===== config.mk =====
export PLATFORM = sky130hd
export DESIGN_NAME = bal_switch_seq
export DESIGN_NICKNAME = d
export VERILOG_FILES = /design/src/rtl/bal_switch_seq_pkg.sv /design/src/rtl/bal_ctrl.sv /design/src/rtl/bal_datapath.sv /design/src/rtl/bal_switch_seq.sv
export SDC_FILE = /design/constraint.sdc
export NUM_CORES = 1
export LEC_CHECK = 0
export BUFFER_PORTS_ARGS = -buffer_cell sky130_fd_sc_hd__buf_2
export CAP_MARGIN = 20
export CORE_AREA = 2 2 183 185
export DETAILED_ROUTE_END_ITERATION = 7
export DIE_AREA = 0 0 185 187
export GPL_ROUTABILITY_DRIVEN = 0
export PLACE_DENSITY_LB_ADDON = 0.2
export SYNTH_ARGS = -nofsm -noshare
export SYNTH_HDL_FRONTEND = slang
export SYNTH_SLANG_ARGS = --single-unit

===== constraint.sdc =====
create_clock -name clk -period 6.1 [get_ports clk]
set_clock_uncertainty 0.1 [all_clocks]
set_input_delay 0.305 -clock clk [delete_from_list [all_inputs] [get_ports clk]]
set_output_delay 0.305 -clock clk [all_outputs]
set_load 0.01 [all_outputs]

===== src/rtl/bal_switch_seq_pkg.sv =====
package bal_switch_seq_pkg;

  typedef enum logic [2:0] {
    PH_IDLE    = 3'd0,
    PH_MAG     = 3'd1,
    PH_DEAD    = 3'd2,
    PH_DEMAG   = 3'd3,
    PH_NONCOND = 3'd4,
    PH_GUARD   = 3'd5
  } phase_e;

  // Strobes from control to datapath
  typedef struct packed {
    logic   latchReq;  // capture indices this edge
    phase_e phase;     // current phase of the period
  } ctrl_strobe_t;

  localparam int LEG_W   = 2;
  localparam int ENTRY_W = 2 * LEG_W;
  localparam int TBL_N   = 4;
  localparam logic [ENTRY_W-1:0] ENTRY_RESET = 4'b1100; // mag 1a, demag 2b

endpackage


===== src/rtl/bal_ctrl.sv =====
module bal_ctrl
  import bal_switch_seq_pkg::*;
#(
  parameter int NUM_CELLS = 5,
  parameter int IDX_W     = 3,
  parameter int CNT_W     = 16
) (
  input  logic             clk,
  input  logic             rstN,
  input  logic             enable,
  input  logic             abort,
  input  logic [IDX_W-1:0] srcIdx,
  input  logic [IDX_W-1:0] snkIdx,
  input  logic [CNT_W-1:0] periodCnt,
  input  logic [CNT_W-1:0] magCnt,
  input  logic [CNT_W-1:0] deadCnt,
  input  logic [CNT_W-1:0] demagCnt,
  input  logic [CNT_W-1:0] guardCnt,
  output ctrl_strobe_t     strobe,
  output logic             reqErr
);

  localparam int SUM_W = CNT_W + 2;
  localparam logic [IDX_W-1:0] MAX_IDX = IDX_W'(NUM_CELLS);

  logic             running;
  logic [CNT_W-1:0] tick;
  logic [CNT_W-1:0] lastTick, bMag, bDead, bDemag, bGuard;
  logic [SUM_W-1:0] sumNeed;
  logic             srcOk, snkOk, timeOk, reqOk, startNow, stopNow;
  phase_e           phaseNow;

  assign sumNeed = SUM_W'(magCnt) + SUM_W'(deadCnt) + SUM_W'(demagCnt) + SUM_W'(guardCnt);
  assign srcOk   = (srcIdx != '0) && (srcIdx <= MAX_IDX);
  assign snkOk   = (snkIdx != '0) && (snkIdx <= MAX_IDX);
  assign timeOk  = (magCnt != '0) && (deadCnt != '0) && (demagCnt != '0) &&
                   (guardCnt != '0) && (sumNeed <= SUM_W'(periodCnt));
  assign reqOk   = srcOk && snkOk && (srcIdx != snkIdx) && timeOk;

  assign startNow = !running && enable && !abort && reqOk;
  assign stopNow  = running && (!enable || abort);

  always_ff @(posedge clk) begin
    if (!rstN) begin
      running  <= 1'b0;
      tick     <= '0;
      lastTick <= '0;
      bMag     <= '0;
      bDead    <= '0;
      bDemag   <= '0;
      bGuard   <= '0;
      reqErr   <= 1'b0;
    end else begin
      reqErr <= !running && enable && !abort && !reqOk;
      if (stopNow) begin
        running <= 1'b0;
        tick    <= '0;
      end else if (startNow) begin
        running  <= 1'b1;
        tick     <= '0;
        // phase boundaries precomputed once per start
        lastTick <= periodCnt - CNT_W'(1);
        bMag     <= magCnt;
        bDead    <= magCnt + deadCnt;
        bDemag   <= magCnt + deadCnt + demagCnt;
        bGuard   <= periodCnt - guardCnt;
      end else if (running) begin
        tick <= (tick == lastTick) ? '0 : tick + CNT_W'(1);
      end
    end
  end

  always_comb begin
    if (!running)           phaseNow = PH_IDLE;
    else if (tick < bMag)   phaseNow = PH_MAG;
    else if (tick < bDead)  phaseNow = PH_DEAD;
    else if (tick < bDemag) phaseNow = PH_DEMAG;
    else if (tick < bGuard) phaseNow = PH_NONCOND;
    else                    phaseNow = PH_GUARD;
  end

  assign strobe.latchReq = startNow;
  assign strobe.phase    = phaseNow;

endmodule


===== src/rtl/bal_datapath.sv =====
module bal_datapath
  import bal_switch_seq_pkg::*;
#(
  parameter int NUM_CELLS = 5,
  parameter int IDX_W     = 3
) (
  input  logic               clk,
  input  logic               rstN,
  input  ctrl_strobe_t       strobe,
  input  logic [IDX_W-1:0]   srcIdx,
  input  logic [IDX_W-1:0]   snkIdx,
  input  logic               selWrEn,
  input  logic [1:0]         selWrAddr,
  input  logic [ENTRY_W-1:0] selWrData,
  output logic [NUM_CELLS:0] muxEn,
  output logic [3:0]         selEn
);

  logic [IDX_W-1:0]   srcL, snkL, activeIdx;
  logic [ENTRY_W-1:0] legTable [TBL_N];
  logic [ENTRY_W-1:0] entry;
  logic               srcSide, snkSide;

  always_ff @(posedge clk) begin
    if (!rstN) begin
      srcL <= '0;
      snkL <= '0;
      for (int e = 0; e < TBL_N; e++) legTable[e] <= ENTRY_RESET;
    end else begin
      if (strobe.latchReq) begin
        srcL <= srcIdx;
        snkL <= snkIdx;
      end
      if (selWrEn) legTable[selWrAddr] <= selWrData;
    end
  end

  // parity address: {source even, sink even}
  assign entry     = legTable[{~srcL[0], ~snkL[0]}];
  assign srcSide   = (strobe.phase == PH_MAG);
  assign snkSide   = (strobe.phase == PH_DEMAG) || (strobe.phase == PH_NONCOND);
  assign activeIdx = srcSide ? srcL : snkL;

  // cell c sits between pairs c and c+1 -> bits c-1 and c
  for (genvar i = 0; i <= NUM_CELLS; i++) begin : g_pair
    assign muxEn[i] = (srcSide || snkSide) &&
                      ((activeIdx == IDX_W'(i)) || (activeIdx == IDX_W'(i + 1)));
  end

  always_comb begin
    selEn = '0;
    if (srcSide)      selEn[entry[LEG_W-1:0]]       = 1'b1;
    else if (snkSide) selEn[entry[ENTRY_W-1:LEG_W]] = 1'b1;
  end

endmodule


===== src/rtl/bal_switch_seq.sv =====
module bal_switch_seq
  import bal_switch_seq_pkg::*;
#(
  parameter  int NUM_CELLS = 5,
  parameter  int CNT_W     = 16,
  localparam int IDX_W     = $clog2(NUM_CELLS + 2)
) (
  input  logic               clk,
  input  logic               rstN,
  input  logic               enable,
  input  logic               abort,
  input  logic [IDX_W-1:0]   srcIdx,
  input  logic [IDX_W-1:0]   snkIdx,
  input  logic [CNT_W-1:0]   periodCnt,
  input  logic [CNT_W-1:0]   magCnt,
  input  logic [CNT_W-1:0]   deadCnt,
  input  logic [CNT_W-1:0]   demagCnt,
  input  logic [CNT_W-1:0]   guardCnt,
  input  logic               selWrEn,
  input  logic [1:0]         selWrAddr,
  input  logic [3:0]         selWrData,
  output logic [NUM_CELLS:0] muxEn,
  output logic [3:0]         selEn,
  output logic [2:0]         phase,
  output logic               reqErr
);

  ctrl_strobe_t strobe;

  bal_ctrl #(.NUM_CELLS(NUM_CELLS), .IDX_W(IDX_W), .CNT_W(CNT_W)) u_ctrl (
    .clk(clk), .rstN(rstN), .enable(enable), .abort(abort),
    .srcIdx(srcIdx), .snkIdx(snkIdx), .periodCnt(periodCnt),
    .magCnt(magCnt), .deadCnt(deadCnt), .demagCnt(demagCnt),
    .guardCnt(guardCnt), .strobe(strobe), .reqErr(reqErr)
  );

  bal_datapath #(.NUM_CELLS(NUM_CELLS), .IDX_W(IDX_W)) u_dp (
    .clk(clk), .rstN(rstN), .strobe(strobe), .srcIdx(srcIdx), .snkIdx(snkIdx),
    .selWrEn(selWrEn), .selWrAddr(selWrAddr), .selWrData(selWrData),
    .muxEn(muxEn), .selEn(selEn)
  );

  assign phase = strobe.phase;

endmodule


==> impl_results.md <==
* Run status: completed
* CP startpoint kind: input port
* Most frequent cells in the layout: 175 x inv_1, 141 x ha_1, 110 x buf_2
* Synthesized flop and latch total at 120
* Global-route wire length before repair at 50.6 mm
* DRT Pass-1 Iters at 5
* Per-cell routed wire length at 17.3 um
* Slew @ Worst Pin at 1.10 ns
* H-tree Lvls at 4
* Power per cell area at between 200 and 300 nW/um^2
* Crit path arrival time at between 6 and 7 ns
* CTS buffer count at 17
* Sink Count at between 100 and 150
* Final hold violations at 0
* Clock Power Share at 0.283
* Cells after synthesis at 1,247
* Vias per std cell at 4.85
* Most common cell after layout, fill and taps aside: inv_1
* Most Frequent Cell on Critical Path: buf_4
* Switching share of total power at 0.373
* Die Ht at approximately 190 um
* Worst setup margin at 0.246 ns
* Comb pwr share at 0.463
* Via count at 9,258
* Net Sw Power at 1.26 mW
* Mean Syn Cell Area at 8.50 um^2
* Worst Path Required at roughly 6.4 ns
* Worst Hold Class: in -> reg
* Rows at 67
* Port bufs at 110
* Longest Clk Path Bufs at 2
* VDD IR max at 227 uV
* MaxCap Viol Count at 0
* Clock insertion delay at the later pin of the skew report at 0.42 ns
* Initial Util at 0.323
* Area grow syn2layout at 22.8%
* Final wirelength at approximately 33 mm
* Vias in the first global route at 8,937
* Clock Pin Slew Worst Setup and Hold Paths at ~0.06 ns
* Number of flops mapped to enable cells by yosys at 16
* Sum Neg Setup Slack at 0 ns
* Place WS at -0.576 ns
* CTS tree: built
* Asr flop ratio synth at 0
* Max Transition Viols Final at 0
* Total Power at between 3 and 4 mW
* Gr ovfl total at 0
* Seq/Total Area, Yosys at 0.242
* Layout cells sized above 1 at 0.185
* Drc violations at 0
* Yosys warns at 0
* Hpwl dp at 26.7 mm
* Crit Path Max Fanout at 5
* GRT Total Usage at 0.192
* CORE AREA at 32,900 um^2
* Initial DRC count at approximately 500
* Largest net degree at the start of global routing at 68
* Crit path time final at 5.85 ns
* CP Class: in -> reg
* Fmax at 171 MHz
* Period utilisation layout at 0.960
* Net Count, Synth at about 1.5k
* Primary FF master, synth: dfxtp_1
* Slowest cell on crit path: fa_1
* Element type at the critical path end: flop
* Worst rel slew slack at 0.258
* Ports at 111
* Die ar. at 34,600 um^2
* Root buffer selected by CTS: clkbuf_16
* Endpoints failing setup at 0
* Netlist cell types at 64
* # diodes at 0
* FILL cells at 3,462
* DIE WIDTH at between 150 and 200 um
* Flop pwr share at 0.254
* Internal at 2.11 mW
* DRT antenna net count at 0
* Leak at approximately 6.4 nW
* Initial antenna violation count at 0
* Nets@finish at 1,705
* Post-Syn Area at 10,600 um^2
* Max stage delay on crit path at roughly 0.48 ns
[final cells by class]
type / instances / area [um^2] / share of cell area
multi-input cells: 929 / 7370 / 0.566
flip-flops and latches: 120 / 2560 / 0.197
repair buffers: 204 / 1310 / 0.101
inverters: 175 / 657 / 0.0505
well taps: 448 / 561 / 0.0431
clock buffers: 17 / 425 / 0.0327
clock inverters: 15 / 129 / 0.00990
[cells by family after synthesis]
logic type	after synthesis	synth area share
AOI/OAI and AO/OA	233	0.149
and+or+nand+nor	368	0.182
adders and majority gates	161	0.204
buffers and inverters	198	0.0714
DFF	120	0.242
muxes	73	0.0741
xor gates and xnor gates	94	0.0777
[cells in the mapped netlist (5+ instances only)]
library cell / number / share of area
xnor2_1: 47 / 0.039
nand2b_1: 15 / 0.0089
inv_1: 175 / 0.062
and3_1: 19 / 0.011
edfxtp_1: 16 / 0.045
ha_1: 141 / 0.17
o32ai_1: 6 / 0.0050
a21o_1: 31 / 0.022
a211oi_1: 13 / 0.0092
and2_1: 11 / 0.0065
a21oi_1: 62 / 0.029
buf_2: 11 / 0.0052
xor2_1: 47 / 0.039
nand2_1: 56 / 0.020
o211ai_1: 8 / 0.0057
or3_1: 5 / 0.0030
o21a_1: 14 / 0.0099
nor2b_1: 65 / 0.038
dfxtp_1: 104 / 0.20
nand3_1: 25 / 0.012
nor3_1: 27 / 0.013
nor2_1: 77 / 0.027
a22o_1: 11 / 0.0091
nor4_1: 32 / 0.019
a31oi_1: 8 / 0.0047
or2_2: 9 / 0.0053
nand4_1: 16 / 0.0094
o21bai_1: 6 / 0.0042
mux2i_1: 65 / 0.061
clkbuf_1: 12 / 0.0042
o21ai_0: 33 / 0.016
fa_1: 20 / 0.038
[path summary, 6_finish.rpt]
kind | start | cells after the start | to | slack [ns]
worst min-delay path | selWrData[3] | 2 | u_dp.legTable[0][3] | 0.08
worst max-delay path | magCnt[3] | 30 | u_ctrl.bDemag[3] | 0.25
worst min register to register | u_ctrl.bDemag[3] | 2 | u_ctrl.bDemag[3] | 0.36
worst max register to register | u_ctrl.running | 8 | u_ctrl.bGuard[6] | 3.80
[routing by layer]
layer,wire length [um],GRT usage
met3,1140,0.0234
met2,15200,0.315
met5,0,0
met4,803,0.0549
met1,15900,0.264
[per-stage QoR]
stage	instance area (um^2)	hold slack [ns]	util	cells
floorplan	10600	0.332	-	1247
finish	13000	0.0843	0.396	1908
global placement	12300	0.355	0.375	1872
CTS	12900	0.0665	0.392	1904
global route	13000	0.0903	0.396	1908
detailed placement	12300	0.356	0.375	1872
[power groups by stage]
stage               clock (mW)  combinational [mW]  sequential [mW]
floorplan                    0               0.965            0.865
global placement             0                1.49            0.873
detailed placement           0                1.51            0.873
CTS                      0.975                1.52            0.856
global route              1.01                1.74            0.860
finish                   0.954                1.56            0.856
[worst max-delay path, delay by kind of cell]
| kind | cells | cell delay, ns |
|---|---|---|
| XOR/XNOR | 2 | 0.30 |
| AO/OA/AOI/OAI | 9 | 1.42 |
| AND/OR/NAND/NOR | 7 | 1.63 |
| buffers and inverters | 8 | 1.08 |
| adder cells (fa/ha/maj) | 4 | 1.37 |
[flip-flops by register name (all words and copies together), names as in the netlist]
register,flops
u_ctrl.bDead,16
u_ctrl.tick,16
u_ctrl.bGuard,16
u_ctrl.running,1
u_ctrl.reqErr,1
u_ctrl.lastTick,16
u_dp.srcL,3
u_ctrl.bDemag,16
u_dp.legTable,16
u_dp.snkL,3
u_ctrl.bMag,16
[timing repair]
item	CTS	global route
hold endpoints to repair	0	0
setup endpoints to repair	96	104
resized for setup	3	20
pin swaps	0	6
setup buffers	0	2
cloned	0	2
hold buffers	0	0
No activity file was read; power rests on OpenSTA's default activity.
